--- src/rtl/mat_pkg.sv ---
package mat_pkg;
    localparam int MAC_W = 48;
    localparam int DB_W  = 6;
    localparam int ST_W  = 4;
    localparam int PV_W  = 8;
    localparam int PN_W  = 4;
    localparam int PI_W  = $clog2(PV_W);

    localparam logic [ST_W-1:0] ST_FREE   = 4'h0;
    localparam logic [ST_W-1:0] ST_STATIC = 4'hE;
    localparam logic [ST_W-1:0] ST_MOVE   = 4'hF;

    typedef enum logic [2:0] {
        OP_NOP       = 3'd0,
        OP_FL_ALL    = 3'd1,
        OP_FL_DYN    = 3'd2,
        OP_LOAD      = 3'd3,
        OP_NEXT      = 3'd4,
        OP_FL_ALL_DB = 3'd5,
        OP_FL_DYN_DB = 3'd6,
        OP_RSV       = 3'd7
    } opc_e;

    typedef enum logic [1:0] {
        PH_IDLE = 2'd0,
        PH_SCAN = 2'd1,
        PH_FIN  = 2'd2
    } phase_e;

    typedef struct packed {
        logic             vld;
        logic [MAC_W-1:0] mac;
        logic [DB_W-1:0]  db;
        logic [ST_W-1:0]  st;
        logic             trunk;
        logic [PV_W-1:0]  vec;
    } ent_t;
endpackage

--- src/rtl/mat_entry_store.sv ---
module mat_entry_store
    import mat_pkg::*;
#(
    parameter int DEPTH = 16,
    localparam int IDX_W = $clog2(DEPTH)
) (
    input  logic             clk,
    input  logic             rst_n,
    input  logic [IDX_W-1:0] rd_idx,
    output ent_t             rd_ent,
    input  logic             wr_en,
    input  logic [IDX_W-1:0] wr_idx,
    input  ent_t             wr_ent
);
    ent_t slot_q [DEPTH];

    for (genvar g = 0; g < DEPTH; g++) begin : g_slot
        always_ff @(posedge clk or negedge rst_n) begin
            if (!rst_n) begin
                slot_q[g] <= '0;
            end else if (wr_en && wr_idx == IDX_W'(g)) begin
                slot_q[g] <= wr_ent;
            end
        end
    end

    assign rd_ent = slot_q[rd_idx];
endmodule

--- src/rtl/mat_match.sv ---
module mat_match
    import mat_pkg::*;
(
    input  ent_t            cur,
    input  opc_e            opc,
    input  logic [DB_W-1:0] db,
    input  logic [ST_W-1:0] cmd_st,
    input  logic [PV_W-1:0] cmd_vec,
    output logic            fm_hit,
    output ent_t            fm_ent
);
    logic            all_db;
    logic            is_fm;
    logic            keep_static;
    logic            eligible;
    logic [PN_W-1:0] from_p;
    logic [PN_W-1:0] to_p;

    always_comb begin
        all_db      = (opc == OP_FL_ALL) || (opc == OP_FL_DYN);
        is_fm       = all_db || (opc == OP_FL_ALL_DB) || (opc == OP_FL_DYN_DB);
        keep_static = (opc == OP_FL_DYN) || (opc == OP_FL_DYN_DB);
        from_p      = cmd_vec[PN_W-1:0];
        to_p        = cmd_vec[2*PN_W-1:PN_W];
        eligible    = cur.vld && is_fm && (all_db || cur.db == db)
                      && !(keep_static && cur.st == ST_STATIC);
        fm_hit = 1'b0;
        fm_ent = cur;
        if (eligible) begin
            if (cmd_st == ST_FREE) begin
                fm_hit = 1'b1;
                fm_ent = '0;
            end else if (cmd_st == ST_MOVE) begin
                if (from_p < PN_W'(PV_W) && cur.vec[from_p[PI_W-1:0]]) begin
                    fm_hit = 1'b1;
                    if (to_p == '1) begin
                        fm_ent = '0;
                    end else begin
                        fm_ent.vec[from_p[PI_W-1:0]] = 1'b0;
                        if (to_p < PN_W'(PV_W)) begin
                            fm_ent.vec[to_p[PI_W-1:0]] = 1'b1;
                        end
                    end
                end
            end
        end
    end
endmodule

--- src/rtl/mat_cmd_engine.sv ---
module mat_cmd_engine
    import mat_pkg::*;
#(
    parameter int DEPTH = 16,
    localparam int IDX_W = $clog2(DEPTH)
) (
    input  logic        clk,
    input  logic        rst_n,
    input  logic        host_wr,
    input  logic [2:0]  host_addr,
    input  logic [15:0] host_wdata,
    output logic [15:0] host_rdata
);
    typedef struct packed {
        phase_e           ph;
        logic [IDX_W-1:0] idx;
        opc_e             opc;
        logic [DB_W-1:0]  db;
        logic [15:0]      data;
        logic [MAC_W-1:0] mac;
        logic             hit_f;
        logic [IDX_W-1:0] hit_i;
        logic             free_f;
        logic [IDX_W-1:0] free_i;
        logic             nxt_f;
        ent_t             nxt;
    } eng_t;

    eng_t             q, d;
    ent_t             cur;
    ent_t             fm_ent;
    ent_t             ld_ent;
    logic             fm_hit;
    logic             wr_en;
    logic [IDX_W-1:0] wr_idx;
    ent_t             wr_ent;
    logic             busy;
    logic             key_hit;
    logic             nxt_better;

    mat_entry_store #(.DEPTH(DEPTH)) u_store (
        .clk    (clk),
        .rst_n  (rst_n),
        .rd_idx (q.idx),
        .rd_ent (cur),
        .wr_en  (wr_en),
        .wr_idx (wr_idx),
        .wr_ent (wr_ent)
    );

    mat_match u_match (
        .cur     (cur),
        .opc     (q.opc),
        .db      (q.db),
        .cmd_st  (q.data[ST_W-1:0]),
        .cmd_vec (q.data[PV_W+3:4]),
        .fm_hit  (fm_hit),
        .fm_ent  (fm_ent)
    );

    assign busy = (q.ph != PH_IDLE);

    always_comb begin
        d      = q;
        wr_en  = 1'b0;
        wr_idx = q.idx;
        wr_ent = fm_ent;
        ld_ent = '{vld: 1'b1, mac: q.mac, db: q.db, st: q.data[ST_W-1:0],
                   trunk: q.data[15], vec: q.data[PV_W+3:4]};
        key_hit    = cur.vld && cur.mac == q.mac && cur.db == q.db;
        nxt_better = cur.vld && cur.db == q.db
                     && ((&q.mac) || cur.mac > q.mac)
                     && (!q.nxt_f || cur.mac < q.nxt.mac);
        unique case (q.ph)
            PH_IDLE: begin
                if (host_wr) begin
                    unique case (host_addr)
                        3'd0: begin
                            d.opc = opc_e'(host_wdata[14:12]);
                            d.db  = {host_wdata[9:8], host_wdata[3:0]};
                            if (host_wdata[15]) begin
                                d.ph     = PH_SCAN;
                                d.idx    = '0;
                                d.hit_f  = 1'b0;
                                d.free_f = 1'b0;
                                d.nxt_f  = 1'b0;
                            end
                        end
                        3'd1: d.data        = host_wdata;
                        3'd2: d.mac[47:32]  = host_wdata;
                        3'd3: d.mac[31:16]  = host_wdata;
                        3'd4: d.mac[15:0]   = host_wdata;
                        default: ;
                    endcase
                end
            end
            PH_SCAN: begin
                if (q.opc == OP_LOAD) begin
                    if (key_hit && !q.hit_f) begin
                        d.hit_f = 1'b1;
                        d.hit_i = q.idx;
                    end
                    if (!cur.vld && !q.free_f) begin
                        d.free_f = 1'b1;
                        d.free_i = q.idx;
                    end
                end
                if (q.opc == OP_NEXT && nxt_better) begin
                    d.nxt_f = 1'b1;
                    d.nxt   = cur;
                end
                if (fm_hit) begin
                    wr_en  = 1'b1;
                    wr_ent = fm_ent;
                end
                if (q.idx == IDX_W'(DEPTH - 1)) begin
                    d.ph = PH_FIN;
                end else begin
                    d.idx = q.idx + 1'b1;
                end
            end
            PH_FIN: begin
                d.ph = PH_IDLE;
                if (q.opc == OP_LOAD) begin
                    if (q.data[ST_W-1:0] == ST_FREE) begin
                        wr_en  = q.hit_f;
                        wr_idx = q.hit_i;
                        wr_ent = '0;
                    end else begin
                        wr_en  = q.hit_f || q.free_f;
                        wr_idx = q.hit_f ? q.hit_i : q.free_i;
                        wr_ent = ld_ent;
                    end
                end
                if (q.opc == OP_NEXT) begin
                    if (q.nxt_f) begin
                        d.mac  = q.nxt.mac;
                        d.data = {q.nxt.trunk, 3'b000, q.nxt.vec, q.nxt.st};
                    end else begin
                        d.mac  = '1;
                        d.data = '0;
                    end
                end
            end
            default: d.ph = PH_IDLE;
        endcase
    end

    always_ff @(posedge clk or negedge rst_n) begin
        if (!rst_n) begin
            q <= '0;
        end else begin
            q <= d;
        end
    end

    always_comb begin
        unique case (host_addr)
            3'd0:    host_rdata = {busy, q.opc, 2'b00, q.db[5:4], 4'b0000, q.db[3:0]};
            3'd1:    host_rdata = q.data;
            3'd2:    host_rdata = q.mac[47:32];
            3'd3:    host_rdata = q.mac[31:16];
            3'd4:    host_rdata = q.mac[15:0];
            default: host_rdata = '0;
        endcase
    end


    start_busy_chk: assert property (@(posedge clk) disable iff (!rst_n)
        (!busy && host_wr && host_addr == 3'd0 && host_wdata[15]) |=> busy);


    fin_release_chk: assert property (@(posedge clk) disable iff (!rst_n)
        (q.ph == PH_FIN) |=> !busy);


    busy_hold_chk: assert property (@(posedge clk) disable iff (!rst_n)
        (busy && host_wr) |=> ($stable(q.opc) && $stable(q.db)));


    scan_ro_chk: assert property (@(posedge clk) disable iff (!rst_n)
        (q.ph == PH_SCAN && (q.opc == OP_LOAD || q.opc == OP_NEXT)) |-> !wr_en);


    next_end_chk: assert property (@(posedge clk) disable iff (!rst_n)
        (q.ph == PH_FIN && q.opc == OP_NEXT) |=> (q.data[3:0] != 4'h0 || (&q.mac)));
endmodule

--- config.mk ---
export PLATFORM = sky130hd
export DESIGN_NAME = mat_cmd_engine
export DESIGN_NICKNAME = d
export VERILOG_FILES = /design/src/rtl/mat_pkg.sv /design/src/rtl/mat_entry_store.sv /design/src/rtl/mat_match.sv /design/src/rtl/mat_cmd_engine.sv
export SDC_FILE = /design/constraint.sdc
export NUM_CORES = 2
export LEC_CHECK = 0
export ABC_AREA = 1
export CORE_MARGIN = 2
export CORE_UTILIZATION = 35
export DETAILED_ROUTE_END_ITERATION = 16
export PLACE_DENSITY = 0.48
export SLEW_MARGIN = 25
export SYNTH_ARGS = -nofsm -noshare
export SYNTH_HDL_FRONTEND = slang
export SYNTH_SLANG_ARGS = --single-unit
export TNS_END_PERCENT = 10
--- constraint.sdc ---
create_clock -name clk -period 4 [get_ports clk]
set_input_delay 0.4 -clock clk [delete_from_list [all_inputs] [get_ports clk]]
set_output_delay 0.4 -clock clk [all_outputs]
set_load 0.01 [all_outputs]
* After elaboration in Yosys (flattened, before gate mapping)
Index checks and enable logic that the tools add are counted.
** Storage, ports and cells
- Memories :: 0
- Memory bits (writable) :: 0
- Word-level logic and storage cells :: 297
- Bits of input ports :: 22
- Output and inout port bits :: 16
- Latch bits :: 0
- Memory bits (read-only) :: 0
- Flip-flop bits (word level) :: 1246
** Cells by class
- Bitwise operators :: 4
- $lt $le $gt $ge :: 9
- Multipliers :: 0
- Equal/unequal tests :: 47
- $add $sub $neg :: 1
- Muxes and demuxes :: 56
- Reductions and logical operators :: 65
- Shift-type cells :: 0
- Div/mod/pow operators :: 0
** Operators by type and width (number)
- 68-bit 2-to-1 mux :: 9
- 68-bit binary-select mux with 4-bit select :: 1
- 64-bit 2-to-1 mux :: 2
- 64-bit case mux with 2 select lines :: 1
- 80-bit 2-to-1 mux :: 1
- 16-bit case mux with 5 select lines :: 1
- 69-bit 2-to-1 mux :: 1
- 16-bit 2-to-1 mux :: 4
- 60-bit 2-to-1 mux :: 1
- 4-bit == test (second input constant) :: 12
- 48-bit == test :: 1
- 48-bit > comparator :: 1
- 48-bit < comparator :: 1
- 48-bit AND reduction :: 1
- 1-bit logical AND :: 31
- 2-bit inequality test (second input constant) :: 14
- 4-bit 2-to-1 mux :: 5
- 4-bit AND reduction :: 5
- 4-bit by 3-bit == test with 1-bit output (second input constant) :: 4
- 8-bit 2-to-1 mux :: 2
- 15-bit 2-to-1 mux :: 1
- 1-bit 2-to-1 mux :: 13
- 3-bit by 2-bit == test with 1-bit output (second input constant) :: 4
- 3-bit == test (second input constant) :: 4
- other kinds (34) :: 62

* Logic depth before layout (Yosys ltp)
- Depth in word-level cells :: 15
- Gate-level depth with buffers :: 27
- Depth with buffers taken out :: 22

* Cells and area by module
From an unflattened synthesis, not the netlist that was laid out.
** Second synthesis, totals
- Cells, all modules :: 8648
- Area, all modules :: 64219.1 sq um
** By module, submodules not included
- mat_entry_store :: cells each 6878, times used 1, area an instance 52107.5 sq um, sequential area each 27226.1 sq um
- mat_cmd_engine :: cells each 1476, times used 1, area an instance 10785.3 sq um, sequential area each 3778.6 sq um
- mat_match :: cells each 294, times used 1, area an instance 1326.3 sq um, sequential area each 0.0 sq um

* Least setup slack after synthesis
OpenSTA, ideal clock, no wires.
- Kind :: register -> register
- From :: reg q[152] in the netlist's numbering
- To :: reg q[10] in the netlist's numbering
- Required time :: 3.934 ns
- Setup time :: 0.066 ns
- Path slack :: 0.246 ns
- Path buffers :: 7
- Cell stages (with the launch flop) :: 22
- Period minus slack after synthesis :: 3.754 ns
- Arrival :: 3.688 ns
- Cells stage by stage :: dfrtp_1 -> buf_4 -> buf_4 -> buf_2 -> buf_4 -> buf_2 -> clkbuf_1 -> nor2_1 -> o22ai_1 -> o211ai_1 -> nand2_1 -> ha_1 -> nand4_1 -> nor4_1 -> and3_1 -> nand2_1 -> nand2_1 -> a21oi_1 -> nor2_1 -> clkbuf_1 -> nand3_1 -> nand2_1
** RTL lines
- from (decl) :: RTL line mat_cmd_engine.sv:29 : eng_t q, d;
- from (signal assigned) :: RTL line mat_cmd_engine.sv:151 : q <= '0;
- from (signal assigned) :: RTL line mat_cmd_engine.sv:153 : q <= d;

==> reports/results.ini <==
[cts]
htree_levels = 4
cts.clk_slew.worst_paths_ns = 0.06
cts_made_buffers = 147
cts_tree = done
clkLatencyLatePin_ns = 0.81
root_buffer = clkbuf_16
clock_sinks = 1239
cts_max_path_buffers = 3

[finish]
finalCoreUtilization_pct = 42.9
layout.nets = 7667
fillerInstances = 17000
drive_above_1_share_pct = 11.6
fin_area_um2 = 72800
area_growth_pct = 21.6

[yosys]
synth_top_cell_by_area = dfrtp_1
syn_nets = 7528
synth_area_leaders = dfrtp_1, nand2_1, o21ai_0
synth_top_area_share_pct = 51.8
synth_edf_count = 0
synth-async-reset-ratio_pct = 100
syn_inst = 7407
syn_avg_cell_area_um2 = 8.08
ys_ff_latch = 1239
syn_area_um2 = 59900
synth_most_common_cell = nand2_1
yosysSeqAreaShare_pct = 51.8
synth_common_cells = nand2_1, dfrtp_1, o21ai_0, nor2_1, o21ai_1
synth_cell_types = 45
synthFlopType = dfrtp_1
synth_warnings = 0

[sta]
post-route-period-util_pct = 97.3
setup_viol = 0
fin_ws_ns = 0.108
setup_tns_ns = 0
maxSlewViolCount = 0
max_slew_margin_pct = 33.0
skew_ns = 0.0603
fmax_ghz = 0.257
whs_ns = 0.160
worstMarginPinSlew_ns = 0.996
period_minus_slack_ns = 3.89
hold_viol = 0
rsz0062_at_grt = true

[critical_path]
rrSetupSlack_ns = 0.11
critPathLaunchType = flop
critPathRequiredTime_ns = 4.73
cpMaxStageDelayCell = dfrtp_4
crit_top_cell = nand2_1
worst-path-max-fanout = 20
path_class = flop to flop
crit_arrival_ns = 4.62
max_stage_delay_ns = 0.57
r2r_start = q[152]$_DFFE_PN0P_
worstPathCellList = buf_12 > buf_4 > o21ai_1 > o221ai_1 > o211ai_1 > nand2_1 > buf_4 > ha_1 > a21oi_2 > nor2_1 > a211oi_2 > buf_4 > o21ai_0 > nand2_1 > o211ai_1 > a21oi_1 > nand2_1 > a21oi_2 > nor2_4 > nand2_8 > clkbuf_16 > nand2_1 > nand2_1
cp-startpoint = q[152]$_DFFE_PN0P_
reg2reg_depth = 23
cp-end-kind = flop
timing.rr.end = q[60]$_DFFE_PN0P_
crit_path_end = q[60]$_DFFE_PN0P_

[run]
cap_violations = 0

[detailed_routing]
drc = 0
routed_wl_um = 220000
first_pass_iters = 5
wl_per_cell_um = 22.3
vias = 53000
vias_per_cell = 5.36
drt_iter0_markers = 5325
ant_nets = 0

[grt]
grt_first_pass_wirelength_um = 334000
grt.overflow.total = 0
gr-usage-met3_pct = 3.24
use_met2_pct = 39.4
antenna_found_initial = 5
grt_pass1_vias = 51600
grt_start_max_net_pins = 150
grt_use_met1_pct = 35.4
busiest_layer = met2
track_usage_pct = 24.9

[status]
outcome = finished, final reports clean

[placement]
io_buffers = 37
placed_area_um2 = 66700
place_congestion = 0.896
dpl.hpwl_um = 143000
post-place-ws_ns = -0.179

[floorplanning]
start_util_pct = 35.3
ios = 38
core-area_um2 = 170000
dieArea_um2 = 174000
die_h_um = 418
num_rows = 151
die_x_um = 418

[power_and_ir_drop]
ir_drop_mv = 0.455
power.density_nw_per_um2 = 661
leakage_nw = 33.5

[worst_hold_path]
hp-class = primary input to asynchronous set/reset pin

==> how the worst min path moves through the flow <==
stage,cells after the start,slack (ns),end,start
6_report,2,0.16,u_store.slot_q[990]$_DFFE_PN0P_,rst_n
5_1_grt,2,0.14,u_store.slot_q[1058]$_DFFE_PN0P_,rst_n
4_1_cts,2,0.11,u_store.slot_q[990]$_DFFE_PN0P_,rst_n
3_5_place_dp,1,0.32,u_store.slot_q[990]$_DFFE_PN0P_,rst_n
3_3_place_gp,1,0.31,u_store.slot_q[729]$_DFFE_PN0P_,rst_n
2_1_floorplan,0,0.10,ld_ent[0]$_DFFE_PN0P_,rst_n
==> cell type report <==
cell class	count	area [um^2]	area share (%)
repair buffers	577	7450	10.2
well taps	2218	2780	3.81
clock buffers	228	4500	6.18
flip-flops and latches	1239	31000	42.6
clock inverters	36	616	0.846
multi-input cells	5256	25000	34.4
diodes	3	7.51	0.0103
repair inverters	2	27.5	0.0378
inverters	323	1350	1.86
==> stage by stage <==
stage	total power (W)	instances
2_1_floorplan	0.0235	7407
3_3_place_gp	0.0327	9580
3_5_place_dp	0.0327	9580
4_1_cts	0.0472	9846
5_1_grt	0.0507	9881
6_report	0.0481	9882
==> power by group <==
group	internal, W	leakage (nW)	total [W]	switching [W]
sequential	0.0129	17.2	0.0133	0.000392
clock	0.00842	2.51	0.0142	0.00576
combinational	0.00744	13.8	0.0207	0.0132
==> worst max-delay path, delay by kind of cell (launching register included) <==
kind / cells / cell delay (ns)
adders and majority gates: 1 / 0.32
AOI/OAI and AO/OA: 9 / 1.32
and+or+nand+nor: 8 / 0.69
DFF: 1 / 0.57
buffers and inverters: 5 / 0.88
==> sequential cells by signal (all words and copies together) (netlist names) <==
signal / cells
q: 84
u_store.slot_q: 1088
ld_ent: 67
==> cell families after synthesis <==
| kind of cell | count (synthesis) | synth area share (%) |
|---|---|---|
| AOI/OAI and AO/OA | 1969 | 18.1 |
| xor gates and xnor gates | 1 | 0.0146 |
| adders and majority gates | 99 | 2.07 |
| buffers and inverters | 912 | 6.91 |
| DFF | 1239 | 51.8 |
| muxes | 2 | 0.0355 |
| and+or+nand+nor | 3185 | 21.0 |
==> routing by layer <==
layer | up-vias | part of all wire, %
li1 | 25000 | -
met1 | 26200 | 46
met2 | 1524 | 46
met3 | 315 | 5.1
met4 | 0 | 3.0
met5 | - | 0
==> placed cells by master (no fill, tap or decap), types with 13 or more instances in the layout <==
cell / n
o21ai_0: 993
o22ai_1: 74
nor4_1: 13
o211ai_1: 94
dfrtp_1: 1235
o221ai_1: 144
clkbuf_16: 155
nand3_4: 16
buf_12: 221
o21ai_1: 548
buf_4: 293
clkdlybuf4s50_1: 36
nand2_1: 2188
clkbuf_8: 47
a21oi_1: 66
nor2_1: 556
nand2_2: 27
nand4_1: 18
inv_1: 280
clkbuf_1: 32
ha_1: 99
nor3_1: 18
clkinvlp_4: 29
buf_6: 14
nand3_1: 332
==> what timing repair did <==
item	CTS	global route
endpoints found under the setup margin	221	1055
pin swaps	0	6
hold endpoints to repair	326	0
gates cloned	0	9
hold buffers	1	0
gates resized for setup	15	91
buffers inserted	1	24
Note: power is estimated with default switching activity, not from simulation.
